===== config.mk =====
export PLATFORM = sky130hd
export DESIGN_NAME = aux_ctr64
export DESIGN_NICKNAME = d
export VERILOG_FILES = /design/src/rtl/ctr64_pkg.sv /design/src/rtl/aux_decode.sv /design/src/rtl/ctr_core.sv /design/src/rtl/atomic_tracker.sv /design/src/rtl/aux_ctr64.sv
export SDC_FILE = /design/constraint.sdc
export NUM_CORES = 1
export LEC_CHECK = 0
export CELL_PAD_IN_SITES_DETAIL_PLACEMENT = 0
export CELL_PAD_IN_SITES_GLOBAL_PLACEMENT = 1
export CORE_MARGIN = 2
export CORE_UTILIZATION = 39
export CTS_BUF_LIST = sky130_fd_sc_hd__clkbuf_4
export DETAILED_ROUTE_END_ITERATION = 7
export GPL_ROUTABILITY_DRIVEN = 1
export MAX_ROUTING_LAYER = met4
export PLACE_DENSITY = 0.89
export SLEW_MARGIN = 40
export SYNTH_ARGS = -nofsm -noshare
export SYNTH_HDL_FRONTEND = slang
export SYNTH_SLANG_ARGS = --single-unit

===== constraint.sdc =====
create_clock -name clk -period 2.9 [get_ports clk]
set_input_delay 0.58 -clock clk [delete_from_list [all_inputs] [get_ports clk]]
set_output_delay 0.58 -clock clk [all_outputs]
set_load 0.01 [all_outputs]

===== src/rtl/ctr64_pkg.sv =====
package ctr64_pkg;

    localparam int unsigned DATA_W = 32;
    localparam int unsigned AUX_AW = 12;

    localparam logic [AUX_AW-1:0] ADR_CTRL = 12'h103;
    localparam logic [AUX_AW-1:0] ADR_LO   = 12'h104;
    localparam logic [AUX_AW-1:0] ADR_HI   = 12'h105;

    localparam int unsigned STATUS_BIT = DATA_W - 1;
    localparam int unsigned ENABLE_BIT = 0;

    typedef enum logic {
        TRK_IDLE  = 1'b0,
        TRK_ARMED = 1'b1
    } trk_state_e;

    typedef struct packed {
        logic lo_rd;
        logic hi_rd;
        logic ctrl_rd;
        logic ctrl_wr;
        logic ctrl_val;
    } access_t;

    function automatic logic addr_hit(input logic [AUX_AW-1:0] a,
                                      input logic [AUX_AW-1:0] target);
        return a == target;
    endfunction

endpackage


===== src/rtl/aux_decode.sv =====
module aux_decode
    import ctr64_pkg::*;
(
    input  logic [AUX_AW-1:0] addr,
    input  logic              rd,
    input  logic              wr,
    input  logic              wbit0,
    output access_t           acc
);

    always_comb begin
        acc          = '0;
        acc.lo_rd    = rd && addr_hit(addr, ADR_LO);
        acc.hi_rd    = rd && addr_hit(addr, ADR_HI);
        acc.ctrl_rd  = rd && addr_hit(addr, ADR_CTRL);
        acc.ctrl_wr  = wr && addr_hit(addr, ADR_CTRL);
        acc.ctrl_val = wbit0;
    end

endmodule


===== src/rtl/ctr_core.sv =====
module ctr_core #(
    parameter int unsigned HALF_W = 32,
    localparam int unsigned CNT_W = 2 * HALF_W
) (
    input  logic             clk,
    input  logic             rst,
    input  logic             en_wr,
    input  logic             en_val,
    output logic             en,
    output logic [CNT_W-1:0] cnt,
    output logic             carry
);

    always_ff @(posedge clk) begin
        if (rst) begin
            en <= 1'b0;
        end else if (en_wr) begin
            en <= en_val;
        end
    end

    always_ff @(posedge clk) begin
        if (rst) begin
            cnt <= '0;
        end else if (en) begin
            cnt <= cnt + 1'b1;
        end
    end

    // The coming edge moves the high half when the low half is all ones.
    assign carry = en && (&cnt[HALF_W-1:0]);

endmodule


===== src/rtl/atomic_tracker.sv =====
module atomic_tracker
    import ctr64_pkg::*;
(
    input  logic clk,
    input  logic rst,
    input  logic lo_rd,
    input  logic hi_rd,
    input  logic exc,
    input  logic carry,
    output logic status
);

    trk_state_e state;
    logic       viol;

    always_ff @(posedge clk) begin
        if (rst) begin
            state  <= TRK_IDLE;
            viol   <= 1'b0;
            status <= 1'b0;
        end else if (lo_rd) begin
            state  <= TRK_ARMED;
            viol   <= exc | carry;
            status <= 1'b0;
        end else if (hi_rd) begin
            state  <= TRK_IDLE;
            viol   <= 1'b0;
            status <= (state == TRK_ARMED) && !viol && !exc;
        end else if (state == TRK_ARMED) begin
            viol   <= viol | exc | carry;
        end
    end

endmodule


===== src/rtl/aux_ctr64.sv =====
module aux_ctr64
    import ctr64_pkg::*;
#(
    parameter int unsigned HALF_W = 32,
    localparam int unsigned CNT_W = 2 * HALF_W
) (
    input  logic              clk,
    input  logic              rst,
    input  logic [11:0]       aux_addr,
    input  logic              aux_rd,
    input  logic              aux_wr,
    input  logic [31:0]       aux_wdata,
    input  logic              exc_taken,
    output logic [31:0]       aux_rdata
);

    access_t          acc;
    logic             lo_rd;
    logic             hi_rd;
    logic             en_q;
    logic [CNT_W-1:0] cnt_q;
    logic             carry;
    logic             status_q;
    logic             unused_wdata;

    assign unused_wdata = ^aux_wdata[DATA_W-1:1];

    aux_decode u_dec (
        .addr  (aux_addr),
        .rd    (aux_rd),
        .wr    (aux_wr),
        .wbit0 (aux_wdata[0]),
        .acc   (acc)
    );

    assign lo_rd = acc.lo_rd;
    assign hi_rd = acc.hi_rd;

    ctr_core #(.HALF_W(HALF_W)) u_core (
        .clk    (clk),
        .rst    (rst),
        .en_wr  (acc.ctrl_wr),
        .en_val (acc.ctrl_val),
        .en     (en_q),
        .cnt    (cnt_q),
        .carry  (carry)
    );

    atomic_tracker u_trk (
        .clk    (clk),
        .rst    (rst),
        .lo_rd  (lo_rd),
        .hi_rd  (hi_rd),
        .exc    (exc_taken),
        .carry  (carry),
        .status (status_q)
    );

    always_comb begin
        aux_rdata = '0;
        if (acc.ctrl_rd) begin
            aux_rdata[STATUS_BIT] = status_q;
            aux_rdata[ENABLE_BIT] = en_q;
        end else if (lo_rd) begin
            aux_rdata[HALF_W-1:0] = cnt_q[HALF_W-1:0];
        end else if (hi_rd) begin
            aux_rdata[HALF_W-1:0] = cnt_q[CNT_W-1:HALF_W];
        end
    end

endmodule


==> results_dict.tcl, run 1 <==
set metrics [dict create \
    seq_area_frac_synth_pct 35.7 \
    rsz0062_at_grt "yes" \
    final_cell_mix "dfxtp_1 (68), nor2_1 (56), mux2i_1 (34), a21oi_1 (30), nand4_1 (27)" \
    final_core_util_pct 51.1 \
    hold_viol 0 \
    wl_per_cell_microns 16.2 \
    crit_path_cell_trace "buf_6, or4b_4, or4b_4, buf_12, buf_16, nor2_4, buf_6" \
    totalPowerFinal_w 0.00179 \
    synth_nets 523 \
    hpwl_microns 7260 \
    num_vias 3708 \
    grt_max_degree 36 \
    clockRootBuffer "clkbuf_4" \
    clockPowerShare_pct 44.0 \
    cts.reportedPaths.clkPinSlew_ns 0.13 \
    maxCapViolations 0 \
    crit_buf_inv 4 \
    stdcell_count 673 \
    switching_power_w 0.000383 \
    cts_max_level 3 \
    portBuffers 49 \
    comb_power_share_pct 3.8 \
    fp.dieW_microns 103 \
    p_int_w 0.00141 \
    register_area_sq_um 1360 \
    worstSetupEndpointType "output port" \
    critPathLaunchType "primary input" \
    antenna_left 0 \
    cp.depth 7 \
    gp_congestion 0.844 \
    holdPathStages 2 \
    critPathTopFamily "simple AND/OR/NAND/NOR gates" \
    insertion_delay_ns 0.43 \
    start_util_pct 39.5 \
    leakage_nw 1.73 \
    fin_tns_setup_ns -0.562 \
    critPathRequiredTime_ns 2.32 \
    netlist_area_sq_um 3810 \
    multi_input_area_sq_um 2490 \
    layout_commonest_cell "dfxtp_1" \
    grt_usage_pct 22.1 \
    coreArea_sq_um 9640 \
    drtPass1Iterations 4 \
    max_slew_margin_pct 63.9 \
    antenna_found_initial 0 \
    synthArstFlopShare_pct 0 \
    cts-buffers-inserted 9 \
    reg2regPathDepth 5 \
    dr.first_iter.drc_count 230 \
    fin_ws_ns -0.0515 \
    period_share_pct 102 \
    max_freq_mhz 339 \
    powerDensity_nw_per_um2 363 \
    dieArea_sq_um 10600 \
    fin_skew_ns 0.0234 \
    clockBufferDepth 2 \
    drc 0 \
    grt_pass1_wl_microns 17700 \
    outcome "finished, violations left" \
    holdWs_ns 0.467 \
    ios 81 \
    fillers 939 \
    max_stage_delay_ns 0.63 \
    ir_drop_uv 219 \
    synthToLayoutAreaGrowth_pct 29.2 \
    diodes 0 \
    routed_wl_microns 10900 \
    r2r_slack_ns 0.58 \
    hold_start "u_trk.status" \
    seq_power_share_pct 52.2 \
    synth.distinct_cells 40 \
    crit_type "primary input to output port" \
    synthFlopType "dfxtp_1" \
    cts_tree "yes" \
    worst_slew_pin_slew_ns 0.537 \
    cp.arrival_ns 2.37 \
    path_max_fanout 6 \
    postSynthAreaPerCell_sq_um 8.06 \
    via_per_inst 5.51 \
    grt-ovfl-total 0 \
    synth-seq-cells 68 \
    clkSinkCount 68 \
    slowest_stage "or4b_4" \
    violations "negative setup slack" \
    switching_share_pct 21.4 \
    final_nets 585 \
    syn_inst 473 \
    timing.rr.start "u_core.cnt[10]" \
    hp-class "flop to flop" \
    die_height_microns 103 \
    finalMaxSlewViolations 0 \
    grt_pass1_vias 3566 \
    period_minus_slack_ns 2.95 \
    hold-path-endpoint "u_trk.status" \
    r2r-end "u_core.cnt[35]" \
    row_count 36 \
    drive_above_1_share_pct 21.7 \
    yosysWarnings 0 \
    dp_cells 649 \
    synth-edff-count 0 \
    setup_viol 17 \
]
==> cells in the mapped netlist, types with 3 or more instances <==
cell type / count / area, sq um
o21ai_0: 23 / 115
and2_1: 4 / 25.0
or3_1: 25 / 156
clkbuf_1: 15 / 56.3
o31ai_1: 7 / 52.6
nand3_1: 25 / 125
or2_2: 3 / 18.8
nor2_1: 75 / 282
mux2i_1: 34 / 340
buf_2: 5 / 25.0
xor2_1: 21 / 184
nand4_1: 27 / 169
inv_1: 11 / 41.3
nand4_2: 3 / 37.5
or4_1: 8 / 60.1
a21oi_1: 30 / 150
nand2_1: 27 / 101
dfxtp_1: 68 / 1360
and3_1: 6 / 37.5
nor3_1: 12 / 60.1
xnor2_1: 12 / 105
nor4_1: 6 / 37.5
==> sequential cells by signal, summed over array words and instances, names as in the netlist <==
signal        cells
u_core.cnt       64
u_core.en         1
u_trk.state       1
u_trk.status      1
u_trk.viol        1
==> logic make-up after synthesis <==
family	share of synthesized area (%)
and+or+nand+nor	34.5
DFF	35.7
AOI/OAI and AO/OA	9.26
muxes	9.23
xor gates and xnor gates	7.58
buffers and inverters	3.41
adders and majority gates	0.328
==> final cells by class <==
| class | instances | area share [%] |
|---|---|---|
| Timing Repair Buffer | 73 | 14.0 |
| Clock inverter | 6 | 2.08 |
| Inverter | 11 | 0.838 |
| Tap cell | 133 | 3.38 |
| Sequential cell | 68 | 27.6 |
| Clock buffer | 10 | 1.52 |
| Multi-Input combinational cell | 372 | 50.6 |
==> metrics by stage <==
| stage | setup slack, ns | instance area [sq um] |
|---|---|---|
| floorplan | 0.172 | 3810 |
| global placement | -0.686 | 4500 |
| detailed placement | -0.727 | 4500 |
| CTS | -0.131 | 4830 |
| global route | -0.0776 | 4920 |
| finish | -0.0515 | 4920 |
==> repair_timing <==
item | in CTS | in global routing
pin swaps | 11 | 17
resized for setup | 176 | 45
setup buffers | 5 | 2
cloned | 3 | 0
setup endpoints to repair | 32 | 31
hold endpoints to repair | 0 | 0
hold buffers | 0 | 0
==> power groups by stage <==
stage          sequential, W  combinational [W]  clock (W)
2_1_floorplan       0.000955          0.0000352          0
3_3_place_gp        0.000955          0.0000679          0
3_5_place_dp        0.000955          0.0000686          0
4_1_cts             0.000933          0.0000691   0.000794
5_1_grt             0.000934          0.0000734   0.000847
6_report            0.000933          0.0000687   0.000786
==> routing by layer <==
metal	vias to the layer above	track usage, %	routed length [microns]
met4	0	8.50	195
met1	1778	29.1	4990
met3	22	2.71	529
met5	-	-	0
li1	1822	-	-
met2	86	34.6	5170
==> tightest hold or removal path: stages (launching register included) <==
cell	delay, ns
dfxtp_1	0.34
nand2_1	0.05
a21oi_1	0.05
==> worst max path at each step <==
| stage | from | endpoint | slack, ns |
|---|---|---|---|
| after floorplan | aux_addr[9] | aux_rdata[10] | 0.17 |
| after global placement | aux_addr[9] | aux_rdata[13] | -0.69 |
| after detailed placement | aux_addr[9] | aux_rdata[24] | -0.73 |
| after global routing | aux_addr[11] | aux_rdata[2] | -0.08 |
| final | aux_addr[11] | aux_rdata[2] | -0.05 |
| after CTS | aux_addr[11] | aux_rdata[28] | -0.13 |
No activity file was read; power rests on OpenSTA's default activity.
==> run 2: changes to the inputs <==
Settings changed: CTS_CLUSTER_SIZE from default to 14, HOLD_SLACK_MARGIN from default to 0.1.
==> results of run 2 <==
No change in the layout: final DEF, timing and power equal those of run 1.
==> run 3: changes to the inputs <==
Settings changed: HOLD_SLACK_MARGIN 0.1 to default, REMOVE_ABC_BUFFERS from default to 1.
==> results_dict.tcl, run 3 (same netlist as run 1, synthesis figures left out) <==
set metrics [dict create \
    outcome "finished, final reports clean" \
    hold_viol 0 \
    portBuffers 49 \
    grt_pass1_wl_microns 16700 \
    fin_tns_setup_ns 0 \
    max_slew_margin_pct 56.2 \
    fin_skew_ns 0.0126 \
    cts_tree "yes" \
    final_nets 580 \
    diodes 0 \
    die_height_microns 103 \
    maxCapViolations 0 \
    holdBufCountCts 0 \
    insertion_delay_ns 0.42 \
    critPathLaunchType "primary input" \
    cp.arrival_ns 2.32 \
    cts-buffers-inserted 9 \
    fillers 970 \
    leakage_nw 1.56 \
    dieArea_sq_um 10600 \
    clockRootBuffer "clkbuf_4" \
    num_vias 3695 \
    antenna_found_initial 0 \
    post-cts-setup-buffers 0 \
    coreArea_sq_um 9640 \
    worstSetupEndpointType "output port" \
    totalPowerFinal_w 0.00153 \
    drtPass1Iterations 5 \
    dr.first_iter.drc_count 211 \
    final_cell_mix "nor2_1 (71), dfxtp_1 (68), mux2i_1 (34), a21oi_1 (30), clkdlybuf4s15_2 (29)" \
    antenna_left 0 \
    period_share_pct 99.9 \
    gp_congestion 0.819 \
    cts_max_level 3 \
    routed_wl_microns 10200 \
    hpwl_microns 7460 \
    ir_drop_uv 149 \
    regMostFlops "u_core.cnt" \
    largest_reg_flops 64 \
    r2r_slack_ns 0.58 \
    grt_usage_pct 20.6 \
    path_max_fanout 20 \
    synthToLayoutAreaGrowth_pct 22.8 \
    clockBufferDepth 2 \
    rsz0062_at_grt "yes" \
    setup_viol 0 \
    row_count 36 \
    crit_type "primary input to output port" \
    critPathRequiredTime_ns 2.32 \
    grt_pass1_vias 3452 \
    grt-ovfl-total 0 \
    cts.reportedPaths.clkPinSlew_ns 0.12 \
    period_minus_slack_ns 2.90 \
    worst_slew_pin_slew_ns 0.657 \
    clkSinkCount 68 \
    hp-class "flop to flop" \
    max_freq_mhz 345 \
    via_per_inst 5.54 \
    start_util_pct 39.5 \
    drive_above_1_share_pct 18.4 \
    fp.dieW_microns 103 \
    ios 81 \
    finalMaxSlewViolations 0 \
    drc 0 \
    wl_per_cell_microns 15.4 \
    layout_commonest_cell "nor2_1" \
    grt_max_degree 35 \
    powerDensity_nw_per_um2 327 \
]
==> run 3: what timing repair did <==
item,CTS,global route
setup endpoints to repair,32,32
resized for setup,124,10
pin swaps,4,3
endpoints found under the hold margin,0,0
gates cloned,0,0
==> run 3: final timing paths <==
kind / startpoint / endpoint / depth (start not counted)
max: aux_addr[9] / aux_rdata[15] / 6
min: u_trk.status / u_trk.status / 2
max reg2reg: u_core.cnt[20] / u_core.cnt[35] / 5
min reg2reg: u_trk.status / u_trk.status / 2
==> run 3: metrics by stage <==
| step | setup WS, ns | cell area, sq um | std cells | hold WS (ns) | utilization [%] |
|---|---|---|---|---|---|
| after global placement | -0.681 | 4510 | 652 | 0.441 | 46.8 |
| final | 0.00343 | 4680 | 667 | 0.483 | 48.5 |
| after floorplan | -0.0865 | 3720 | 451 | 0.426 | - |
| after CTS | -0.0252 | 4660 | 667 | 0.491 | 48.4 |
| after global routing | -0.0328 | 4680 | 667 | 0.512 | 48.5 |
| after detailed placement | -0.731 | 4510 | 652 | 0.474 | 46.8 |
==> run 3: final cells by class <==
type                            count  area (sq um)  area share [%]
Clock buffer                       10          75.1            1.60
Clock inverter                      5          30.0           0.642
Inverter                           11          41.3           0.883
Multi-Input combinational cell    372          2370            50.6
Sequential cell                    68          1360            29.1
Tap cell                          133           166            3.56
Timing Repair Buffer               68           637            13.6
==> run 3: report_power, final <==
part | internal, W | switching, W
Clock | 0.000176 | 0.000351
Sequential | 0.000933 | 0.0000000138
Combinational | 0.0000323 | 0.0000371
==> run 3: worst max-delay path, stage by stage <==
cell	delay [ns]
buf_2	0.09
or4b_4	0.53
or4b_4	0.55
buf_8	0.18
nor2_1	0.12
clkdlybuf4s15_2	0.25
==> run 3: layer usage <==
| metal | track usage [%] | wire, microns | vias to the layer above | share of wire, % |
|---|---|---|---|---|
| met5 | - | 0 | - | 0 |
| met4 | 7.29 | 186 | 0 | 1.8 |
| met1 | 26.1 | 4600 | 1763 | 45 |
| li1 | - | - | 1812 | - |
| met2 | 33.9 | 4980 | 98 | 49 |
| met3 | 2.71 | 475 | 22 | 4.6 |
